==> config.mk <==
export PLATFORM = sky130hd
export DESIGN_NAME = phase_alarm_monitor
export DESIGN_NICKNAME = d
export VERILOG_FILES = /design/src/rtl/phase_alarm_monitor.sv
export SDC_FILE = /design/constraint.sdc
export NUM_CORES = 1
export LEC_CHECK = 0
export BUFFER_PORTS_ARGS = -buffer_cell sky130_fd_sc_hd__clkbuf_2
export CORE_ASPECT_RATIO = 0.75
export CORE_MARGIN = 3
export CORE_UTILIZATION = 28
export CTS_CLUSTER_SIZE = 40
export DETAILED_ROUTE_END_ITERATION = 6
export PLACE_DENSITY_LB_ADDON = 0.12
export SYNTH_ARGS = -nofsm -noshare
export SYNTH_HDL_FRONTEND = slang
export SYNTH_SLANG_ARGS = --single-unit
==> constraint.sdc <==
create_clock -name clk -period 2.2 [get_ports clk]
set_clock_uncertainty 0.1 [all_clocks]
set_input_delay 0.22 -clock clk [delete_from_list [all_inputs] [get_ports clk]]
set_output_delay 0.22 -clock clk [all_outputs]
set_load 0.01 [all_outputs]
==> src/rtl/phase_alarm_monitor.sv <==
module phase_alarm_monitor #(
  parameter int N_INPUTS     = 4,
  parameter int TO_W         = 6,
  parameter int EXPIRE_TICKS = 128,
  localparam int SEL_W       = (N_INPUTS > 1) ? $clog2(N_INPUTS) : 1
) (
  input  logic                clk,
  input  logic                rst_n,
  input  logic                sec_tick,
  input  logic [2:0]          pll_state,
  input  logic [SEL_W-1:0]    sel_input,
  input  logic [TO_W-1:0]     timeout_cfg,
  input  logic                auto_expire,
  input  logic [N_INPUTS-1:0] sw_clear,
  output logic [N_INPUTS-1:0] alarm
);
  localparam int ACC_W = TO_W + 1;
  localparam int EXP_W = $clog2(EXPIRE_TICKS);
  localparam logic [EXP_W-1:0] EXP_LAST = EXP_W'(EXPIRE_TICKS - 1);

  logic [ACC_W-1:0]    acc;
  logic [SEL_W-1:0]    sel_q;
  logic [N_INPUTS-1:0] alarm_q;

  wire qual    = (pll_state == 3'd1) || (pll_state == 3'd2) || (pll_state == 3'd5);
  wire locked  = (pll_state == 3'd3) || (pll_state == 3'd4);
  wire acc_clr = locked || (sel_input != sel_q);
  wire step    = sec_tick && qual && !acc_clr;
  wire reached = ((ACC_W+1)'(acc) + (ACC_W+1)'(1)) >= {1'b0, timeout_cfg, 1'b0};
  wire raise   = step && reached;
  wire [N_INPUTS-1:0] set_vec = raise ? (N_INPUTS'(1) << sel_input) : '0;

  always_ff @(posedge clk or negedge rst_n) begin
    if (!rst_n) begin
      acc   <= '0;
      sel_q <= '0;
    end else begin
      sel_q <= sel_input;
      if (acc_clr)
        acc <= '0;
      else if (step && acc != '1)
        acc <= acc + 1'b1;
    end
  end

  for (genvar i = 0; i < N_INPUTS; i++) begin : g_in
    logic [EXP_W-1:0] exp_cnt;
    wire expire = auto_expire && sec_tick && alarm_q[i] && (exp_cnt == EXP_LAST);

    always_ff @(posedge clk or negedge rst_n) begin
      if (!rst_n) begin
        alarm_q[i] <= 1'b0;
        exp_cnt    <= '0;
      end else begin
        alarm_q[i] <= ((alarm_q[i] && !expire) || set_vec[i]) && !sw_clear[i];
        if (sw_clear[i] || !alarm_q[i] || expire)
          exp_cnt <= '0;
        else if (auto_expire && sec_tick)
          exp_cnt <= exp_cnt + 1'b1;
      end
    end
  end

  assign alarm = alarm_q;
endmodule

==> impl_results.rst <==
.. list-table::
   :header-rows: 1

   * - Metric
     - Value
   * - Net count of the mapped netlist
     - 262
   * - Max_cap viols
     - 0
   * - Drt first pass iters
     - 4
   * - Die X
     - 107.7 um
   * - Vias after detailed routing
     - 1745
   * - Area of the die
     - 0.008866 mm^2
   * - Mean area per synthesized cell
     - 9.368 um^2
   * - WS Path Type
     - register to register
   * - Number of buffers between clock root and the deepest sink
     - 2
   * - Clock share of power
     - 0.388
   * - Cell Pwr Density
     - 515.2 mW/mm^2
   * - Final weighted congestion in routability-driven placement
     - 0.8224
   * - Vias per cell
     - 4.616
   * - Final setup viols
     - 0
   * - IO Count
     - 23
   * - Slew of the pin with the lowest slew margin
     - 635.0 ps
   * - Crit path time final
     - 2136 ps
   * - Initial cell density of the core
     - 0.2924
   * - Post-synthesis cell type count
     - 39
   * - Final net count
     - 306
   * - Standard cell with the maximum stage delay on the critical path
     - dfrtp_2
   * - Post-DP HPWL
     - 3649 um
   * - Simple-gate share of the synthesized area
     - 0.2188
   * - Register-to-register path setup slack
     - 60 ps
   * - Placeable core area
     - 0.007432 mm^2
   * - Starting DRC count in detailed routing
     - 52
   * - Setup slack after placement
     - -100.9 ps
   * - Portion of the post-synthesis area used by sequential elements
     - 0.4721
   * - Fraction of power spent switching nets
     - 0.2422
   * - Dominant delay contributor by cell family on the critical path
     - simple AND/OR/NAND/NOR gates
   * - Commonest non-fill, non-tap cell in the layout
     - dfrtp_1
   * - Area of all placed cells without fillers
     - 0.002793 mm^2
   * - Via count of the first global-routing pass
     - 1623
   * - Complex-gate fraction of the synthesized area
     - 0.1157
   * - Hold Path Sink
     - sel_q[0]
   * - Total buffers and inverters traversed by the critical path
     - 0
   * - Area growth from synthesis to final layout
     - 28.50%
   * - Final worst slack
     - 64.45 ps
   * - Pin count of the biggest net entering global routing
     - 25
   * - CTS Root Cell
     - clkbuf_8
   * - Upper clock frequency limit
     - 468.3 MHz
   * - Multiplexer share of the synthesized area
     - 0.005181
   * - Startpoint of the worst hold path
     - sel_input[0]
   * - Wire length of the first global-routing pass
     - 8135 um
   * - Combinational share of power
     - 0.083
   * - Tcrit/Tclk final
     - 0.9707
   * - RSZ-0062 raised after global routing
     - true
   * - Portion of total power attributed to sequential cells
     - 0.529
   * - Slew HR
     - 0.5767
   * - Std cell rows
     - 27
   * - CTS buffer count
     - 5
   * - Area of placed instances
     - 0.002505 mm^2
   * - Worst reg2reg path depth
     - 8
   * - Initial antenna violation count
     - 0
   * - Clock insertion delay at the later pin of the skew report
     - 300 ps
   * - Adder and majority gate portion of the synthesized area
     - 0.06793
   * - # DRC
     - 0
   * - Worst EP required
     - 2260 ps
   * - Critical register-to-register path startpoint
     - acc[0]
   * - Top library cells by usage in the layout, fill and taps aside
     - dfrtp_1, nor2_1, nand2_1
   * - Antenna Violating Nets Remaining
     - 0
   * - Share of cells above drive strength 1
     - 0.2635
   * - H-Tree Depth
     - 2
   * - Reg-to-Reg End
     - alarm[0]
   * - Worst min-delay path class
     - input pin to register
   * - Number of stages on the worst hold path
     - 1
   * - Synthesized instance count
     - 232
   * - Flop and latch count out of synthesis
     - 41
   * - Largest family of logic cells by synthesized area
     - simple AND/OR/NAND/NOR gates
   * - Critical Path End Type
     - register
   * - Count of buffers from port buffering
     - 22
   * - XOR/XNOR share of the synthesized area
     - 0.09269
   * - Total instance count after detailed placement
     - 366
   * - Instance count on the critical path
     - 8
   * - Final global-route overflow total
     - 0
   * - Crit path DAT
     - 2200 ps
   * - Total Power
     - 1439 uW
   * - Inserted Diodes
     - 0
   * - Number of clock sinks
     - 41
   * - Clock tree from TritonCTS
     - yes
   * - Highest fanout seen on the critical path
     - 4
   * - Cell-by-cell listing of the critical path
     - ha_4 -> nand2_4 -> or3_4 -> nand2_4 -> ha_4 -> and3_4 -> a211oi_4 -> o21ai_1
   * - Die Ht
     - 82.30 um
   * - Post-synthesis instance area
     - 0.002173 mm^2
   * - GR Util All Layers
     - 0.1179
   * - Reported net switching power
     - 348.5 uW
   * - Cell-internal power
     - 1090 uW
   * - Worst voltage drop across the vdd grid
     - 0.1988 mV
   * - Result of the run
     - finished clean
   * - Warnings from Yosys
     - 0
   * - Number of max-slew violations in the final report
     - 0
   * - Leak pwr
     - 0.001248 uW
   * - Delay of the slowest critical-path stage
     - 440 ps
   * - Hold violation total from the final report
     - 0
   * - Average wire per cell in the routed design
     - 13.41 um
   * - Clock slew at the register clock pins of the worst setup and hold paths
     - 80 ps
   * - Post-Layout Cell Count
     - 378
   * - Critical path startpoint category
     - register
   * - Routed WL
     - 5069 um
   * - Final-layout setup total negative slack
     - 0 ps
-- cells in the mapped netlist, drive strengths merged --
cell     count  area share
o211a        1      0.0046
clkbuf       2      0.0035
ha          11       0.063
a21o         3       0.010
a22o         1      0.0040
a21oi       11       0.025
a2111o       1      0.0052
o21ai        7       0.016
nand3        8       0.018
or4          1      0.0035
inv         14       0.024
or2          1      0.0029
nand4        5       0.014
o22ai        1      0.0029
and2         2      0.0058
xor2        14       0.056
o31ai        1      0.0035
nor3         4      0.0092
dfrtp       41        0.47
a211o        4       0.016
a21bo        1      0.0046
a211oi       1      0.0035
nand2b       5       0.014
nand2       29       0.050
or4b         2      0.0092
and3         5       0.014
xnor2        9       0.036
maj3         1      0.0046
or3          2      0.0058
o41ai        1      0.0040
nand3b       1      0.0035
a21boi       1      0.0035
or3b         1      0.0040
mux2         1      0.0052
a221oi       1      0.0040
o2111ai      2      0.0081
nor2        35       0.060
nor2b        1      0.0029
-- logic make-up after synthesis --
kind of cell	Yosys count
compound gates	37
xor+xnor	23
fa+ha+maj	12
buf+inv	16
flops	41
mux	1
simple gates	102
-- sequential cells by signal, summed over array words and instances, names as in the netlist --
signal        flops
g_in.exp_cnt     28
acc               7
alarm             4
sel_q             2
-- worst max path at each step --
stage	endpoint	startpoint	slack, ps
floorplan	alarm[3]	acc[0]	60
global placement	alarm[3]	acc[0]	-30
detailed placement	alarm[3]	acc[0]	-100
CTS	alarm[1]	acc[0]	3
global route	alarm[0]	acc[0]	-40
finish	alarm[0]	acc[0]	60
-- worst register-to-register path: stages (launching register included) --
cell,delay (ps)
dfrtp_2,440
ha_4,170
nand2_4,50
or3_4,390
nand2_4,80
ha_4,200
and3_4,150
a211oi_4,330
o21ai_1,110
-- per-layer routing --
layer	GRT usage	vias to the layer above	part of all wire
met2	0.1669	30	0.41
met5	0	-	0
li1	-	883	-
met4	0.04161	0	0.015
met1	0.1731	823	0.53
met3	0.02953	9	0.041
-- what timing repair did --
item	CTS	global route
gates resized for setup	6	28
pin swaps	7	13
buffers inserted	0	3
hold buffers	1	0
hold endpoints to repair	22	0
endpoints found under the setup margin	4	4
-- per-stage QoR --
stage	hold WS (ps)	utilization
global route	17.93	0.3758
CTS	11.44	0.3551
finish	16.85	0.3758
detailed placement	178.2	0.3370
floorplan	-175.6	-
global placement	183.9	0.3370
-- layout make-up --
| cell class | count | area (um^2) |
|---|---|---|
| Timing Repair Buffer | 39 | 244.0 |
| Clock buffer | 7 | 96.34 |
| Sequential cell | 41 | 1031 |
| Inverter | 14 | 52.55 |
| Fill cell | 784 | 4639 |
| Multi-Input combinational cell | 175 | 1237 |
| Tap cell | 101 | 126.4 |
| Clock inverter | 1 | 5.005 |
-- power groups by stage --
stage / clock (uW) / combinational [uW] / sequential (uW)
after global routing: 604 / 137 / 762
after global placement: 0 / 109 / 775
after floorplan: 0 / 43.0 / 774
after CTS: 572 / 113 / 760
final: 559 / 119 / 761
after detailed placement: 0 / 108 / 775
(Power assumes the default switching activity.)
